**src/rtl/bhr_pkg.sv**
```systemverilog
package bhr_pkg;

   typedef enum logic [2:0] {
      ST_IDLE,
      ST_GAP,
      ST_S0,
      ST_S2,
      ST_S4,
      ST_RETRY,
      ST_RESP
   } seq_state_t;

   localparam logic [1:0] ACK_NONE = 2'b00;
   localparam logic [1:0] ACK_BYTE = 2'b01;
   localparam logic [1:0] ACK_HALF = 2'b10;
   localparam logic [1:0] ACK_WORD = 2'b11;

endpackage

```
**src/rtl/bhr_lane_unit.sv**
```systemverilog
module bhr_lane_unit
   import bhr_pkg::*;
#(
   parameter int DW = 32,
   localparam int BYTES = DW / 8,
   localparam int OFFW = $clog2(BYTES)
) (
   input  logic [OFFW-1:0] off,
   input  logic [1:0]      ack,
   input  logic [DW-1:0]   wdata,
   input  logic [DW-1:0]   bus_rdata,
   input  logic [DW-1:0]   rbuf,
   output logic [OFFW:0]   step,
   output logic [DW-1:0]   bus_wdata,
   output logic [DW-1:0]   rbuf_next
);

   always_comb begin
      unique case (ack)
         ACK_BYTE: step = (OFFW+1)'(1);
         ACK_HALF: step = (OFFW+1)'(2);
         ACK_WORD: step = (OFFW+1)'(BYTES);
         default:  step = '0;
      endcase
   end

   // Bytes from the current offset upward go out on the low lanes.
   assign bus_wdata = wdata >> {off, 3'b000};

   // Each word byte looks back at the low lane that feeds it on this sub-access.
   for (genvar i = 0; i < BYTES; i++) begin : g_lane
      logic [OFFW:0] rel;
      logic          hit;
      always_comb begin
         rel = (OFFW+1)'(i) - {1'b0, off};
         hit = ((OFFW+1)'(i) >= {1'b0, off}) && (rel < step);
      end
      assign rbuf_next[8*i +: 8] = hit ? 8'(bus_rdata >> {rel, 3'b000})
                                       : rbuf[8*i +: 8];
   end

endmodule

```
**src/rtl/bhr_sequencer.sv**
```systemverilog
module bhr_sequencer
   import bhr_pkg::*;
#(
   parameter int AW = 32,
   parameter int DW = 32,
   localparam int BYTES = DW / 8,
   localparam int OFFW = $clog2(BYTES)
) (
   input  logic            clk,
   input  logic            rst_n,
   input  logic            req_valid,
   input  logic            req_write,
   input  logic [AW-1:0]   req_addr,
   input  logic [DW-1:0]   req_wdata,
   output logic            req_ready,
   output logic            rsp_valid,
   output logic            rsp_err,
   output logic [DW-1:0]   rsp_rdata,
   output logic [AW-1:0]   bus_addr,
   output logic            bus_read,
   output logic            bus_as,
   output logic            bus_ds,
   input  logic [1:0]      bus_ack,
   input  logic            bus_berr,
   input  logic            bus_halt,
   output logic [OFFW-1:0] off_o,
   input  logic [OFFW:0]   step_i,
   input  logic [DW-1:0]   rbuf_next_i,
   output logic [DW-1:0]   rbuf_o,
   output logic [DW-1:0]   wdata_o
);

   seq_state_t      state_q;
   logic [AW-1:0]   base_q;
   logic            write_q;
   logic [DW-1:0]   wdata_q;
   logic [DW-1:0]   rbuf_q;
   logic [OFFW-1:0] off_q;
   logic            err_q;
   logic            last_q;
   logic [OFFW+1:0] off_sum;

   assign off_sum = {2'b00, off_q} + {1'b0, step_i};

   always_ff @(posedge clk) begin
      if (!rst_n) begin
         state_q <= ST_IDLE;
         base_q  <= '0;
         write_q <= 1'b0;
         wdata_q <= '0;
         rbuf_q  <= '0;
         off_q   <= '0;
         err_q   <= 1'b0;
         last_q  <= 1'b0;
      end else begin
         unique case (state_q)
            ST_IDLE: begin
               if (req_valid && !bus_halt) begin
                  base_q  <= req_addr;
                  write_q <= req_write;
                  wdata_q <= req_wdata;
                  rbuf_q  <= '0;
                  off_q   <= '0;
                  err_q   <= 1'b0;
                  last_q  <= 1'b0;
                  state_q <= ST_S0;
               end
            end
            ST_GAP: if (!bus_halt) state_q <= ST_S0;
            ST_S0:  state_q <= ST_S2;
            ST_S2: begin
               if (bus_berr && bus_halt) begin
                  off_q   <= '0;
                  rbuf_q  <= '0;
                  state_q <= ST_RETRY;
               end else if (bus_berr) begin
                  err_q   <= 1'b1;
                  state_q <= ST_S4;
               end else if (bus_ack != ACK_NONE) begin
                  if (!write_q) rbuf_q <= rbuf_next_i;
                  last_q  <= (off_sum >= (OFFW+2)'(BYTES));
                  off_q   <= off_sum[OFFW-1:0];
                  state_q <= ST_S4;
               end
            end
            ST_S4:    state_q <= (err_q || last_q) ? ST_RESP : ST_GAP;
            ST_RETRY: if (!bus_berr && !bus_halt) state_q <= ST_S0;
            ST_RESP:  state_q <= ST_IDLE;
            default:  state_q <= ST_IDLE;
         endcase
      end
   end

   assign req_ready = (state_q == ST_IDLE) && !bus_halt;
   assign rsp_valid = (state_q == ST_RESP);
   assign rsp_err   = err_q;
   assign rsp_rdata = rbuf_q;
   assign bus_addr  = base_q + AW'(off_q);
   assign bus_read  = !write_q;
   assign bus_as    = (state_q == ST_S0) || (state_q == ST_S2);
   assign bus_ds    = (state_q == ST_S2);
   assign off_o     = off_q;
   assign rbuf_o    = rbuf_q;
   assign wdata_o   = wdata_q;

   // data strobe only inside address strobe; address phase lasts one clock
   p_ds_inside_as_r10: assert property (@(posedge clk) disable iff (!rst_n)
      bus_ds |-> bus_as);
   p_s0_then_s2_r10: assert property (@(posedge clk) disable iff (!rst_n)
      (bus_as && !bus_ds) |=> bus_ds);
   // a cycle starts only after halt was sampled low
   p_start_needs_go_r4: assert property (@(posedge clk) disable iff (!rst_n)
      $rose(bus_as) |-> !$past(bus_halt));
   p_ready_low_halt_r4: assert property (@(posedge clk) disable iff (!rst_n)
      bus_halt |-> !req_ready);
   // halt by itself never ends a running cycle
   p_halt_keeps_cycle_r5: assert property (@(posedge clk) disable iff (!rst_n)
      (bus_ds && bus_halt && !bus_berr && bus_ack == ACK_NONE) |=> bus_ds);
   // retry ends the cycle without a response
   p_retry_silent_r7: assert property (@(posedge clk) disable iff (!rst_n)
      (bus_ds && bus_berr && bus_halt) |=> (!bus_as && !rsp_valid));
   // no rerun while either qualifier stays high
   p_retry_wait_r8: assert property (@(posedge clk) disable iff (!rst_n)
      (state_q == ST_RETRY && (bus_berr || bus_halt)) |=> !bus_as);
   // lone fault reports an error two clocks later
   p_fault_reports_r9: assert property (@(posedge clk) disable iff (!rst_n)
      (bus_ds && bus_berr && !bus_halt) |=> ##1 (rsp_valid && rsp_err));

endmodule

```
**src/rtl/bus_halt_retry_ctrl.sv**
```systemverilog
module bus_halt_retry_ctrl
   import bhr_pkg::*;
#(
   parameter int AW = 32,
   parameter int DW = 32,
   localparam int BYTES = DW / 8,
   localparam int OFFW = $clog2(BYTES)
) (
   input  logic          clk,
   input  logic          rst_n,
   input  logic          req_valid,
   input  logic          req_write,
   input  logic [AW-1:0] req_addr,
   input  logic [DW-1:0] req_wdata,
   output logic          req_ready,
   output logic          rsp_valid,
   output logic          rsp_err,
   output logic [DW-1:0] rsp_rdata,
   output logic [AW-1:0] bus_addr,
   output logic [DW-1:0] bus_wdata,
   input  logic [DW-1:0] bus_rdata,
   output logic          bus_read,
   output logic          bus_as,
   output logic          bus_ds,
   input  logic [1:0]    bus_ack,
   input  logic          bus_berr,
   input  logic          bus_halt
);

   if (DW < 16 || (DW % 8) != 0 || (BYTES & (BYTES - 1)) != 0) begin : g_bad_dw
      $error("bus_halt_retry_ctrl: DW must be a power-of-two byte count of at least 16 bits");
   end
   if (AW <= OFFW) begin : g_bad_aw
      $error("bus_halt_retry_ctrl: AW must exceed the byte offset width");
   end

   logic [OFFW-1:0] off;
   logic [OFFW:0]   step;
   logic [DW-1:0]   rbuf;
   logic [DW-1:0]   rbuf_next;
   logic [DW-1:0]   wdata;

   bhr_sequencer #(.AW(AW), .DW(DW)) u_seq (
      .clk         (clk),
      .rst_n       (rst_n),
      .req_valid   (req_valid),
      .req_write   (req_write),
      .req_addr    (req_addr),
      .req_wdata   (req_wdata),
      .req_ready   (req_ready),
      .rsp_valid   (rsp_valid),
      .rsp_err     (rsp_err),
      .rsp_rdata   (rsp_rdata),
      .bus_addr    (bus_addr),
      .bus_read    (bus_read),
      .bus_as      (bus_as),
      .bus_ds      (bus_ds),
      .bus_ack     (bus_ack),
      .bus_berr    (bus_berr),
      .bus_halt    (bus_halt),
      .off_o       (off),
      .step_i      (step),
      .rbuf_next_i (rbuf_next),
      .rbuf_o      (rbuf),
      .wdata_o     (wdata)
   );

   bhr_lane_unit #(.DW(DW)) u_lane (
      .off       (off),
      .ack       (bus_ack),
      .wdata     (wdata),
      .bus_rdata (bus_rdata),
      .rbuf      (rbuf),
      .step      (step),
      .bus_wdata (bus_wdata),
      .rbuf_next (rbuf_next)
   );

endmodule

```
**config.mk**
```make
export PLATFORM = sky130hd
export DESIGN_NAME = bus_halt_retry_ctrl
export DESIGN_NICKNAME = d
export VERILOG_FILES = /design/src/rtl/bhr_pkg.sv /design/src/rtl/bhr_lane_unit.sv /design/src/rtl/bhr_sequencer.sv /design/src/rtl/bus_halt_retry_ctrl.sv
export SDC_FILE = /design/constraint.sdc
export NUM_CORES = 1
export LEC_CHECK = 0
export ABC_AREA = 1
export BUFFER_PORTS_ARGS = -buffer_cell sky130_fd_sc_hd__clkbuf_2
export CAP_MARGIN = 10
export CORE_MARGIN = 1.5
export CORE_UTILIZATION = 30
export CTS_BUF_LIST = sky130_fd_sc_hd__clkbuf_4
export CTS_CLUSTER_SIZE = 24
export DETAILED_ROUTE_END_ITERATION = 12
export SETUP_SLACK_MARGIN = 0.15
export SYNTH_ARGS = -nofsm -noshare
export SYNTH_HDL_FRONTEND = slang
export SYNTH_SLANG_ARGS = --single-unit
```
**constraint.sdc**
```tcl
create_clock -name clk -period 3.5 [get_ports clk]
set_clock_uncertainty 0.15 [all_clocks]
set_input_delay 0.175 -clock clk [delete_from_list [all_inputs] [get_ports clk]]
set_output_delay 0.175 -clock clk [all_outputs]
set_load 0.02 [all_outputs]
```
# Yosys cells after proc, flatten, opt, wreduce, memory -nomap -nowiden
# Index checks and enable logic that the tools add are counted.
[word_totals]
ff_bits = 104
latchBits = 0
ram_bits = 0
romBits = 0
output_inout_bits = 102
memories = 0
[op_classes]
addsub = 6
mul = 0
div_mod_pow = 0
n_lt_le_gt_ge = 8
eq_ne = 24
n_shift = 5
muxes = 32
n_bitwise = 0
reduce_logical = 24
[ops]
columns = ["cell", "count"]
rows = [
  ["32-bit two-way mux", 5],
  ["32-bit by 6-bit >> shifter with 8-bit output", 4],
  ["32-bit one-hot mux with 2 select lines", 1],
  ["32-bit by 2-bit adder with 32-bit output", 1],
  ["8-bit two-way mux", 4],
  ["32-bit by 5-bit >> shifter with 32-bit output", 1],
  ["6-bit AND reduction", 4],
  ["3-bit two-way mux", 7],
  ["3-bit one-hot mux with 6 select lines", 1],
  ["3-bit by 1-bit != test with 1-bit output, second input constant", 5],
  ["3-bit less-than comparator", 4],
  ["4-bit AND reduction", 3],
  ["3-bit == test, second input constant", 3],
  ["3-bit one-hot mux with 3 select lines", 1],
  ["2-bit two-way mux", 4],
  ["2-bit by 1-bit != test with 1-bit output, second input constant", 4],
  ["1-bit logical AND", 7],
  ["3-bit by 2-bit == test with 1-bit output, second input constant", 2],
  ["1-bit two-way mux", 6],
  ["2-bit != test, second input constant", 3],
  ["1-bit by 2-bit subtractor with 3-bit output, first input constant", 2],
  ["2-bit by 2-bit subtractor with 3-bit output, first input constant", 2],
  ["5-bit AND reduction", 1],
  ["2-bit by 3-bit adder with 4-bit output", 1],
  ["other kinds (16)", 23],
]

# Longest topological paths before layout
# Gate-level depths: netlist of run 1.
[depth]
word_depth = 10
mapped_depth = 17
mapped_depth_nobuf = 12

# Hierarchy
# From an unflattened synthesis of run 1, not the netlist that was laid out.
[unflattened]
cells_unflattened = 1215
area_unflattened_um2 = 7294.5
[by_module_without_submodules]
columns = ["mod", "instances", "cells_per_inst", "area_each_um2", "seq_area_each_um2"]
rows = [
  ["bhr_sequencer", 1, 797, 5361.4, 2082.0],
  ["bhr_lane_unit", 1, 418, 1933.1, 0.0],
]

# Worst setup path before layout of run 1
# Ideal clock, no wire load.
[synth_path]
path_type = "reg2reg"
start = "register u_seq.off_q[0], in the netlist u_seq.off_o[0]"
end = "register u_seq.rbuf_q[0], in the netlist u_seq.rbuf_o[0]"
setup_ps = 64
arrival_time_ps = 2999
t_required_ps = 3286
slack_ps = 287
path_stages_with_launch = 18
synth_period_minus_slack_ps = 3213
cell_sequence = "dfxtp_1 -> clkbuf_1 -> inv_2 -> buf_2 -> buf_1 -> ha_1 -> buf_2 -> clkinv_1 -> clkbuf_1 -> ha_1 -> nor2_1 -> o21ai_0 -> nand2_1 -> nand2_1 -> inv_1 -> nor2_4 -> nor2_1 -> nor2_1"
[synth_between]
elab_chain_cells = 8
[synth_lines]
columns = ["element", "line", "source"]
rows = [
  ["start, declared", "bhr_sequencer.sv:38", "logic [OFFW-1:0] off_q;"],
  ["start signal, assigned", "bhr_sequencer.sv:82", "off_q <= off_sum[OFFW-1:0];"],
  ["1-bit by 2-bit subtractor with 3-bit output", "bhr_lane_unit.sv:35", "rel = (OFFW+1)'(i) - {1'b0, off};"],
  ["32-bit by 6-bit >> shifter with 8-bit output", "bhr_lane_unit.sv:38", "assign rbuf_next[8*i +: 8] = hit ? 8'(bus_rdata >> {rel, 3'b000})"],
  ["8-bit two-way mux", "bhr_lane_unit.sv:38", ""],
  ["32-bit two-way mux", "bhr_sequencer.sv:80", "if (!write_q) rbuf_q <= rbuf_next_i;"],
  ["32-bit two-way mux", "bhr_sequencer.sv:79", "end else if (bus_ack != ACK_NONE) begin"],
  ["32-bit two-way mux", "bhr_sequencer.sv:76", "end else if (bus_berr) begin"],
  ["32-bit two-way mux", "bhr_sequencer.sv:72", "if (bus_berr && bus_halt) begin"],
  ["32-bit one-hot mux with 2 select lines", "bhr_sequencer.sv:56", "unique case (state_q)"],
  ["end signal, assigned", "bhr_sequencer.sv:80", ""],
  ["end, declared", "bhr_sequencer.sv:37", "logic [DW-1:0] rbuf_q;"],
]
# Parallel ways exist; a longest one is shown, timed or not. The select of a mux whose other input is x is not followed.
# A chain may end at the register's enable or synchronous reset.

# Worst setup path after layout of run 1
[layout_path]
start = "register u_seq.off_q[1], in the netlist u_seq.off_o[1]"
end = "output port bus_addr[30]"
[layout_between]
elab_chain_cells = 1
[layout_lines]
columns = ["element", "line", "source"]
rows = [
  ["32-bit by 2-bit adder with 32-bit output", "bhr_sequencer.sv:98", "assign bus_addr = base_q + AW'(off_q);"],
  ["end, declared", "bus_halt_retry_ctrl.sv:19", "output logic [AW-1:0] bus_addr,"],
]
# No other way between the ends.

==> impl_results.md, run 1 <==
- Outcome: complete, no violations
- Reg2reg path depth: 13
- CTS max path bufs: 2
- Final setup viols: 0
- Synth Net Count: 1163
- PD cells: 589 nW/um^2
- Chip Height: 149 um
- FMAX: 330 MHz
- DP HPWL: 15700 um
- DP Worst Slack: 670 ps
- Max-Cap Viols: 0
- Final TNS setup: 0 ps
- Top Ports: 206
- Layout area overhead: 32.1%
- Startpoint Class: flop
- Ys Warns: 0
- ANT nets after route: 0
- Critical register-to-register path startpoint: u_seq.off_o[0]
- Pleak: 4.04 nW
- Initial core utilization: 0.306
- Largest net degree at the start of global routing: 69
- Synth Cell Area: 6430 sq um
- CP max FO: 42
- Global-route wire length before repair: 34300 um
- Hold path start: bus_rdata[31]
- Final period utilization: 0.867
- Fin nets: 1410
- Synth Instances: 1044
- Fraction of layout cells with a size suffix above 1: 0.197
- Worst EP arrival: 2710 ps
- Hold Crit Depth: 7
- Max IR drop VDD: 0.000260 V
- Routed vias: 7406
- Initial antenna violation count: 2
- Reg2Reg Capture Point: u_seq.rbuf_o[6]
- Hold Vio Cnt, Final: 0
- Post-synthesis register bit count: 104
- Gr usage total: 0.193
- # DRC: 0
- Fillers: 2278
- TritonCTS Buffers: 9
- Core footprint: 21000 sq um
- Clock sink total: 104
- Slew Viols, Final: 0
- Post-DR vias/cell: 4.71
- DRT iter0 DRCs: 320
- Slew headroom: 0.549
- Critical path class: flop to output port
- Clock period minus final worst setup slack: 3030 ps
- Vias in the first global route: 6842
- PnR worst setup slack: 466 ps
- DR WL/cell: 13.6 um
- Die Wd: 149 um
- Seq/Total Area, Yosys: 0.324
- Hold WC Path Type: input pin to flop
- Worst skew pair latency: 460 ps
- WP data required: 3170 ps
- WL final: 21300 um
- 1st-pass router iterations: 7
- GPL Wtd Cong: 0.866
- TritonCTS clock tree: built
- Hold endpoint: u_seq.rbuf_o[31]
- RSZ-0062 raised after global routing: no
- H-tree depth: 3
- Critical Path End Type: output port
- Port Buf Inserts: 205
- Worst R2R Setup Slack: 610 ps
- Worst-Margin Slew: 675 ps
- Clock root buffer: clkbuf_4
- Syn Area/Cell: 6.16 sq um
- Site Rows: 53
- Clock slew at reported path FFs: 160 ps
- Layout Utilization: 0.404
- Die area: 22300 sq um
- Netlist cell types: 35
- Gr ovfl total: 0
-- critical path: stages (launching register included) --
cell	delay (ps)
dfxtp_2	380
buf_6	310
fa_1	300
nand3_1	220
nor2_1	310
inv_1	100
nor2_1	210
nand2_1	100
xnor2_1	140
clkbuf_2	190
-- layout make-up --
cell class | count | area [sq um] | share of cell area
inverter | 70 | 263 | 0.0310
antenna | 2 | 5.00 | 0.000590
clock buffer | 10 | 75.1 | 0.00884
timing repair buffer | 289 | 1850 | 0.217
tap | 275 | 344 | 0.0405
clock inverter | 4 | 23.8 | 0.00280
sequential | 104 | 2080 | 0.246
multi-input combinational | 817 | 3850 | 0.453
-- registers in the layout, indices dropped and copies added, names as in the netlist --
register and count:
u_seq.base_q 32, u_seq.off_o 2, u_seq.wdata_o 32, u_seq.rbuf_o 32
u_seq.last_q 1, u_seq.write_q 1, u_seq.state_q 3, u_seq.rsp_err 1
-- cell usage after synthesis, drive strengths merged --
cell | number | share of area
inv | 69 | 0.040
o21ai | 99 | 0.077
dfxtp | 104 | 0.32
o22ai | 1 | 0.00097
clkbuf | 27 | 0.016
nor2 | 218 | 0.14
nor3 | 20 | 0.016
ha | 14 | 0.027
o211ai | 8 | 0.0093
o31ai | 1 | 0.0012
o32ai | 2 | 0.0027
nand3 | 58 | 0.048
mux2i | 1 | 0.0016
nand2 | 299 | 0.18
buf | 26 | 0.022
xor2 | 18 | 0.025
nand4 | 9 | 0.0088
nand3b | 5 | 0.0058
a22oi | 5 | 0.0058
clkinv | 1 | 0.00058
a21o | 1 | 0.0012
xnor2 | 7 | 0.0095
a21oi | 50 | 0.040
fa | 1 | 0.0031
-- logic make-up (layout without fill, tap and decap cells) --
kind of cell | count (synthesis) | after routing | synth area share
adder cells (fa/ha/maj) | 15 | 15 | 0.0304
AND/OR/NAND/NOR | 609 | 609 | 0.394
AO/OA/AOI/OAI | 167 | 167 | 0.138
flip-flops | 104 | 104 | 0.324
XOR/XNOR | 25 | 25 | 0.0341
multiplexers | 1 | 1 | 0.00156
buffers and inverters | 123 | 373 | 0.0786
other | 0 | 2 | 0
-- cell usage in the layout, fill, tap and decap left out, drive strengths merged, types with 5 or more instances in the layout --
cell type / instances
nand2: 299
nor2: 218
clkbuf: 215
dfxtp: 104
o21ai: 99
dlygate4sd3: 74
inv: 69
nand3: 58
a21oi: 50
nor3: 20
xor2: 18
ha: 14
buf: 10
nand4: 9
o211ai: 8
xnor2: 7
nand3b: 5
a22oi: 5
-- worst max path at each step --
stage | startpoint | to | cells after the start | slack, ps
after floorplan | u_seq.off_o[0] | u_seq.rbuf_o[0] | 17 | 290
after global placement | u_seq.off_o[0] | u_seq.rbuf_o[2] | 13 | 710
after detailed placement | u_seq.off_o[0] | u_seq.rbuf_o[6] | 13 | 670
after CTS | u_seq.off_o[1] | bus_addr[30] | 9 | 320
after global routing | u_seq.off_o[1] | bus_addr[30] | 9 | 250
final | u_seq.off_o[1] | bus_addr[30] | 9 | 470
-- repair_timing --
| action | 4_1_cts | 5_1_grt |
|---|---|---|
| setup endpoints to repair | 0 | 1 |
| setup buffers | 0 | 0 |
| resized for setup | 0 | 1 |
| hold buffers | 74 | 0 |
| hold endpoints to repair | 70 | 0 |
-- report_power, final --
group	total [W]	internal, W	switching (W)
clock network	0.000560	0.000144	0.000416
registers	0.00174	0.00150	0.000248
logic	0.00270	0.000902	0.00180
total	0.00500	0.00254	0.00246
-- stage by stage --
| step | std cells | instance area [sq um] | hold slack [ps] | power, W |
|---|---|---|---|---|
| finish | 1571 | 8490 | 51.5 | 0.00500 |
| global route | 1570 | 8490 | 69.7 | 0.00546 |
| CTS | 1569 | 8480 | 7.75 | 0.00505 |
| detailed placement | 1481 | 7640 | 279 | 0.00440 |
| global placement | 1481 | 7640 | 274 | 0.00439 |
| floorplan | 1044 | 6430 | 173 | 0.00361 |
-- per-layer routing --
layer | track usage | vias up | part of all wire
li1 | - | 3827 | -
met1 | 0.248 | 3313 | 0.46
met2 | 0.326 | 246 | 0.46
met3 | 0.0364 | 20 | 0.062
met4 | 0.0564 | 0 | 0.015
met5 | 0 | - | 0
No activity file was read; power rests on OpenSTA's default activity.
==> inputs of run 2 (changes only) <==
--- a/config.mk
+++ b/config.mk
@@ -5,7 +5,6 @@
 export SDC_FILE = /design/constraint.sdc
 export NUM_CORES = 1
 export LEC_CHECK = 0
-export ABC_AREA = 1
 export BUFFER_PORTS_ARGS = -buffer_cell sky130_fd_sc_hd__clkbuf_2
 export CAP_MARGIN = 10
 export CORE_MARGIN = 1.5
==> run 2 against run 1 <==
- sequential share of layout area up 0.88 points
- cell area down 3.2%
- critical path depth is 1 lower
- synthesized area fell by 8.2%
- die area is 8.0% lower
- wire length is 14% lower
- sequential power decreased by 26%
==> impl_results.md, run 2 <==
- Outcome: complete, no violations
- Final TNS setup: 0 ps (unchanged)
- Clock period minus final worst setup slack: 2980 ps (-52.6 ps)
- Clock sink total: 104 (unchanged)
- DR WL/cell: 14.4 um (+6.1%)
- Crit path buf inv count: 1 (-2)
- Slowest cell delay on critical path: 490 ps (+110 ps)
- Crit-path cells: ha_1, fa_1, and2_1, nand3_1, nor2_1, nand3_1, xnor2_1, clkbuf_2
- Post-synthesis register bit count: 104 (unchanged)
- Reg2reg path depth: 7 (-6)
- CP max FO: 11 (-74%)
- Clock slew at reported path FFs: 190 ps (+30 ps)
- Synth Area in Compound Gates: 0.142 (+0.00461)
- Top Ports: 206 (unchanged)
- Slew headroom: 0.336 (-0.212)
- Post-synth top area share: 0.353 (+0.0288)
- Hold Vio Cnt, Final: 0 (unchanged)
- Vias in the first global route: 5714 (-16%)
- Fin nets: 1114 (-21%)
- Clock root buffer: clkbuf_4
- Switching power: 0.000843 W (-66%)
- Worst-Margin Slew: 988 ps (+313 ps)
- Seq/Total Area, Yosys: 0.353 (+0.0288)
- Synth Cell Area: 5900 sq um (-8.2%)
- Core footprint: 19400 sq um (-7.7%)
- Async S/R FF share, synth: 0 (unchanged)
- Switching Fraction: 0.327 (-0.165)
- Clock Power Share: 0.268 (+0.156)
- Max IR drop VDD: 0.000141 V (-46%)
- Post-synth top cells: 191 x nand2_1, 104 x dfxtp_1, 79 x a21oi_1, 34 x nand3_1, 33 x mux2i_1
- Initial antenna violation count: 1 (-1)
- TritonCTS clock tree: built
- Gr usage total: 0.174 (-0.0189)
- Global-route wire length before repair: 28400 um (-17%)
- # DRC: 0 (unchanged)
- Pleak: 3.31 nW (-18%)
- WL final: 18200 um (-14%)
- Site Rows: 51 (-3.8%)
- Initial core utilization: 0.304 (-0.00145)
- FMAX: 335 MHz (+1.8%)
- Path length in cells of the critical path: 8 (-1)
- Critical path class: flop to output port
- Ys Warns: 0 (unchanged)
- Most area-hungry cell type in the Yosys netlist: dfxtp_1
- Gr ovfl total: 0 (unchanged)
- Post-synthesis adder-cell area fraction: 0.0331 (+0.00270)
- CP most frequent cell: nand3_1
- TritonCTS Buffers: 9 (unchanged)
- Critical Path End Type: output port
- Synth Instances: 723 (-31%)
- GPL Wtd Cong: 0.834 (-3.6%)
- Crit path max-delay cell type: dfxtp_4
- Largest net degree at the start of global routing: 70 (+1.4%)
- Synth Area in Simple Gates: 0.228 (-0.165)
- 1st-pass router iterations: 4 (-3)
- Routed vias: 6075 (-18%)
- Mux cell area share after synthesis: 0.148 (+0.146)
- Slew Viols, Final: 0 (unchanged)
- DP HPWL: 12800 um (-19%)
- Most common cell after layout, fill and taps aside: clkbuf_2
- Post-DR vias/cell: 4.80 (+1.8%)
- Post-synthesis xor/xnor area fraction: 0.0445 (+0.0104)
- Chip Height: 143 um (-4.1%)
- H-tree depth: 3 (unchanged)
- PD cells: 314 nW/um^2 (-47%)
- Max-Cap Viols: 0 (unchanged)
- Hold Slack: 67.7 ps (+16.2 ps)
- CP delay by family, top: simple AND/OR/NAND/NOR gates
- Largest family of logic cells by synthesized area: simple AND/OR/NAND/NOR gates
- Startpoint Class: flop
- Hold Crit Depth: 4 (-3)
- Die area: 20500 sq um (-8.0%)
- RSZ-0062 raised after global routing: no
- Internal: 0.00174 W (-32%)
- Most common cell in the netlist: nand2_1
- Worst skew pair latency: 470 ps (about the same)
- Syn Area/Cell: 8.16 sq um (+33%)
- Synth Net Count: 842 (-28%)
- Worst EP arrival: 2660 ps (-50 ps)
- Reg power frac: 0.501 (+0.152)
- Comb pwr share: 0.231 (-0.308)
- DRT iter0 DRCs: 320 (unchanged)
- Final period utilization: 0.852 (-0.0150)
- Netlist cell types: 49 (+40%)
- Fraction of layout cells with a size suffix above 1: 0.267 (+0.0699)
- Number of synthesized flops with an enable pin: 0 (unchanged)
- Most frequent cells in the layout: 205 x clkbuf_2, 190 x nand2_1, 102 x dfxtp_1
- Final setup viols: 0 (unchanged)
- Prevailing post-synth register cell: dfxtp_1
- Main area contributors after synthesis: dfxtp_1 35%, nand2_1 12%, mux4_2 9.2%, a21oi_1 6.7%, mux2i_1 5.6%
- Hold WC Path Type: input pin to flop
- Port Buf Inserts: 205 (unchanged)
- Layout area overhead: 39.1%
- Die Wd: 143 um (-4.1%)
- CTS max path bufs: 2 (unchanged)
- ANT nets after route: 0 (unchanged)
- WP data required: 3170 ps (about the same)
## run 2: cell count changes after synthesis, moves of 14 or more
cell and change:
mux2i_1 +32, nor2_1 -180, nand3_1 -22, mux4_2 +24, xor2_1 -14, nor3_1 -15, o21ai_0 -86, a21oi_1 +30
nand2_1 -101, inv_1 -47, o22ai_1 +16, xnor2_1 +19
## run 2: worst register-to-register path, cell delays in order, from the launching register on
cell and delay [ps]:
dfxtp_1 560, nand3b_1 220, inv_1 160, nand2_1 140, nor3_1 780, nand2_1 120, dlygate4sd3_1 600, mux2i_1 120
## run 2: metal layers
| metal | vias up | wire length [um] | track usage |
|---|---|---|---|
| met4 | 0 | 419 | 0.0521 |
| li1 | 3051 | - | - |
| met5 | - | 0 | 0 |
| met1 | 2815 | 8230 | 0.226 |
| met2 | 181 | 8690 | 0.294 |
| met3 | 28 | 892 | 0.0309 |
## run 2: power by group through the flow
| stage | clock network [W] | registers [W] | logic, W |
|---|---|---|---|
| 5_1_grt | 0.000771 | 0.00130 | 0.000655 |
| 6_report | 0.000693 | 0.00129 | 0.000596 |
| 3_3_place_gp | 0 | 0.00132 | 0.000513 |
| 4_1_cts | 0.000732 | 0.00129 | 0.000597 |
| 3_5_place_dp | 0 | 0.00132 | 0.000515 |
| 2_1_floorplan | 0 | 0.00130 | 0.000344 |
## run 2: metrics by stage
stage | cell area (sq um) | total power (W) | utilization | std cells | setup WS, ps
floorplan | 5910 | 0.00164 | - | 723 | 155
global placement | 7110 | 0.00183 | 0.367 | 1155 | 679
detailed placement | 7110 | 0.00183 | 0.367 | 1155 | 625
CTS | 8190 | 0.00262 | 0.422 | 1263 | 192
global route | 8210 | 0.00273 | 0.423 | 1266 | 242
finish | 8210 | 0.00258 | 0.423 | 1266 | 519
## run 2: kinds of logic after synthesis
logic type | Yosys count
XOR/XNOR | 30
AO/OA/AOI/OAI | 145
AND/OR/NAND/NOR | 307
multiplexers | 57
adder cells (fa/ha/maj) | 15
buffers and inverters | 65
flip-flops | 104
## run 2: timing repair
item                                    4_1_cts  5_1_grt
hold buffers                                 92        0
endpoints found under the setup margin        0        6
endpoints found under the hold margin        84        0
gates resized for setup                       0        1
buffers inserted                              0        2
## run 2: area by class of cell
type / count / area (sq um)
clock inverters: 7 / 83.8
clock buffers: 9 / 67.6
repair buffers: 308 / 2050
flip-flops and latches: 104 / 2090
fillers: 2007 / 11200
well taps: 265 / 332
inverters: 18 / 67.6
diodes: 1 / 2.50
multi-input cells: 554 / 3520
## run 2: path summary, 6_finish.rpt
check             slack [ps]               end             start
setup / recovery         520      bus_addr[24]    u_seq.off_o[0]
hold / removal            70  u_seq.rbuf_o[21]     bus_rdata[29]
setup reg to reg         640   u_seq.rbuf_o[4]  u_seq.state_q[0]
hold reg to reg          310  u_seq.wdata_o[3]  u_seq.wdata_o[3]
==> inputs of run 3 (changes only) <==
--- a/config.mk
+++ b/config.mk
@@ -8,10 +8,11 @@
 export BUFFER_PORTS_ARGS = -buffer_cell sky130_fd_sc_hd__clkbuf_2
 export CAP_MARGIN = 10
 export CORE_MARGIN = 1.5
-export CORE_UTILIZATION = 30
+export CORE_UTILIZATION = 45
 export CTS_BUF_LIST = sky130_fd_sc_hd__clkbuf_4
 export CTS_CLUSTER_SIZE = 24
 export DETAILED_ROUTE_END_ITERATION = 12
+export PLACE_DENSITY = 0.73
 export SETUP_SLACK_MARGIN = 0.15
 export SYNTH_ARGS = -nofsm -noshare
 export SYNTH_HDL_FRONTEND = slang
==> run 3 against run 2 <==
- combinational power is 2% lower
- power is 4.6% lower
- sequential share of layout area is 0.75 points higher
- via count is 0.79% higher
- core utilization is 20 points higher
- cell count is 8.1% lower
- worst setup slack worse by 150 ps
- die area is 33% lower
- non-clock buffer count is 10 lower
- largest power group unchanged
==> impl_results.md, run 3 (synthesis gave the netlist of run 2 again) <==
- Outcome: complete, no violations
- Fraction of layout cells with a size suffix above 1: 0.267 (-0.000333)
- Clock Power Share: 0.238 (-0.030)
- Port Buf Inserts: 205 (unchanged)
- Slew Viols, Final: 0 (unchanged)
- ANT nets after route: 0 (unchanged)
- H-tree depth: 3 (unchanged)
- Switching Fraction: 0.331 (+0.00427)
- Worst skew pair latency: 490 ps (+20 ps)
- Die area: 13800 sq um (-33%)
- Layout Utilization: 0.626 (+0.203)
- Critical Path End Type: output port
- Slew headroom: 0.367 (+0.0304)
- Hold endpoint: u_seq.rbuf_o[1]
- GPL Wtd Cong: 0.830 (-0.46%)
- Reg power frac: 0.524 (+0.023)
- Critical path class: flop to output port
- CTS max path bufs: 2 (unchanged)
- Pleak: 3.25 nW (-1.8%)
- TritonCTS clock tree: built
- 1st-pass router iterations: 5 (+1)
- Resized Gates After CTS: 0 (unchanged)
- PD cells: 309 nW/um^2 (-1.6%)
- Fin nets: 1104 (-0.90%)
- Gr ovfl total: 0 (unchanged)
- Die Wd: 118 um (-18%)
- Clock period minus final worst setup slack: 3130 ps (+145 ps)
- Clock slew at reported path FFs: 170 ps (-20 ps)
- Site Rows: 41 (-20%)
- CP max FO: 22 (+11)
- Top Ports: 206 (unchanged)
- Gr usage total: 0.242 (+0.0674)
- Fillers: 1135 (-43%)
- DP HPWL: 11400 um (-11%)
- Clock root buffer: clkbuf_4
- WP data required: 3170 ps (about the same)
- Max-Cap Viols: 0 (unchanged)
- Chip Height: 118 um (-18%)
- Internal: 0.00165 W (-5.2%)
- Hold WC Path Type: input pin to flop
- Hold path start: bus_rdata[25]
- TritonCTS Buffers: 9 (unchanged)
- FMAX: 320 MHz (-4.6%)
- Post-DR vias/cell: 5.26 (+9.7%)
- Hold Vio Cnt, Final: 0 (unchanged)
- Vias in the first global route: 5640 (-1.3%)
- Startpoint Class: flop
- # DRC: 0 (unchanged)
- Comb pwr share: 0.238 (+0.007)
- Final period utilization: 0.893 (+0.0415)
- Initial core utilization: 0.464 (+0.160)
- Clock sink total: 104 (unchanged)
- Switching power: 0.000815 W (-3.3%)
- RSZ-0062 raised after global routing: no
- Global-route wire length before repair: 27200 um (-4.3%)
- WL final: 17100 um (-6.4%)
- Layout area overhead: 35.0%
- Reg2reg path depth: 8 (+1)
- Most frequent cells in the layout: 205 x clkbuf_2, 190 x nand2_1, 102 x dfxtp_1
- Core footprint: 12700 sq um (-34%)
- Routed vias: 6123 (+0.79%)
- Critical register-to-register path startpoint: u_seq.off_o[0]
- Worst EP arrival: 2800 ps (+140 ps)
- Final setup viols: 0 (unchanged)
- Max IR drop VDD: 0.000193 V (+37%)
- Largest net degree at the start of global routing: 70 (unchanged)
- DR WL/cell: 14.7 um (+1.8%)
- Worst-Margin Slew: 943 ps (-45.3 ps)
- Reg2Reg Capture Point: u_seq.rbuf_o[17]
- Final TNS setup: 0 ps (unchanged)
- DRT iter0 DRCs: 442 (+38%)
- Worst R2R Setup Slack: 630 ps (about the same)
- Hold Crit Depth: 4 (unchanged)
- Initial antenna violation count: 1 (unchanged)
- Most common cell after layout, fill and taps aside: clkbuf_2
==> run 3: cell count changes in the layout (fill, tap and decap cells not counted), sizes merged <==
| cell | change |
|---|---|
| buf | -2 |
| clkinvlp | +1 |
| dlygate4sd3 | -8 |
| clkinv | +2 |
| inv | -2 |
| bufinv | -1 |
==> run 3: repair_timing <==
action | in CTS | in global routing
hold buffers | 84 | 0
endpoints found under the hold margin | 82 | 0
setup endpoints to repair | 0 | 3
buffers inserted | 0 | 1
==> run 3: cell type report <==
class | count | area [sq um] | area share
multi-input cells | 554 | 3520 | 0.442
flip-flops and latches | 104 | 2090 | 0.262
repair buffers | 298 | 1950 | 0.245
well taps | 172 | 215 | 0.0270
clock buffers | 9 | 67.6 | 0.00848
inverters | 18 | 67.6 | 0.00848
clock inverters | 7 | 52.6 | 0.00659
diodes | 1 | 2.50 | 0.000314
==> run 3: metrics by stage <==
stage	area, sq um	hold slack [ps]	power [W]	setup WS, ps	cells
floorplan	5910	161	0.00164	155	723
global placement	6990	250	0.00182	660	1061
detailed placement	6990	253	0.00182	558	1061
CTS	7950	19.0	0.00248	282	1161
global route	7970	42.7	0.00259	195	1163
finish	7970	42.7	0.00246	374	1163
==> run 3: per-layer routing <==
layer	routed length (um)	GRT usage	vias up
li1	-	-	3038
met5	0	0	-
met4	447	0.0983	0
met2	8310	0.410	204
met3	864	0.0378	31
met1	7440	0.308	2850
==> run 3: critical path: stages, from the launching register on <==
cell and delay (ps):
dfxtp_4 580, ha_1 240, fa_1 220, and2_1 220
nand3_1 200, nor2_1 270, nand4_1 170, xnor2_1 200
clkbuf_2 200
==> run 3: worst max path at each step <==
stage,slack (ps),from,end
2_1_floorplan,150,u_seq.off_o[1],u_seq.rbuf_o[16]
3_3_place_gp,660,u_seq.off_o[0],u_seq.rbuf_o[22]
3_5_place_dp,560,u_seq.off_o[0],u_seq.rbuf_o[16]
4_1_cts,280,u_seq.off_o[0],bus_addr[28]
5_1_grt,200,u_seq.off_o[0],bus_addr[28]
6_report,370,u_seq.off_o[0],bus_addr[28]
==> run 3: power groups by stage <==
stage	registers, W	logic (W)	clock network [W]
3_5_place_dp	0.00132	0.000506	0
3_3_place_gp	0.00131	0.000501	0
6_report	0.00129	0.000585	0.000586
2_1_floorplan	0.00130	0.000344	0
4_1_cts	0.00129	0.000582	0.000604
5_1_grt	0.00130	0.000639	0.000653
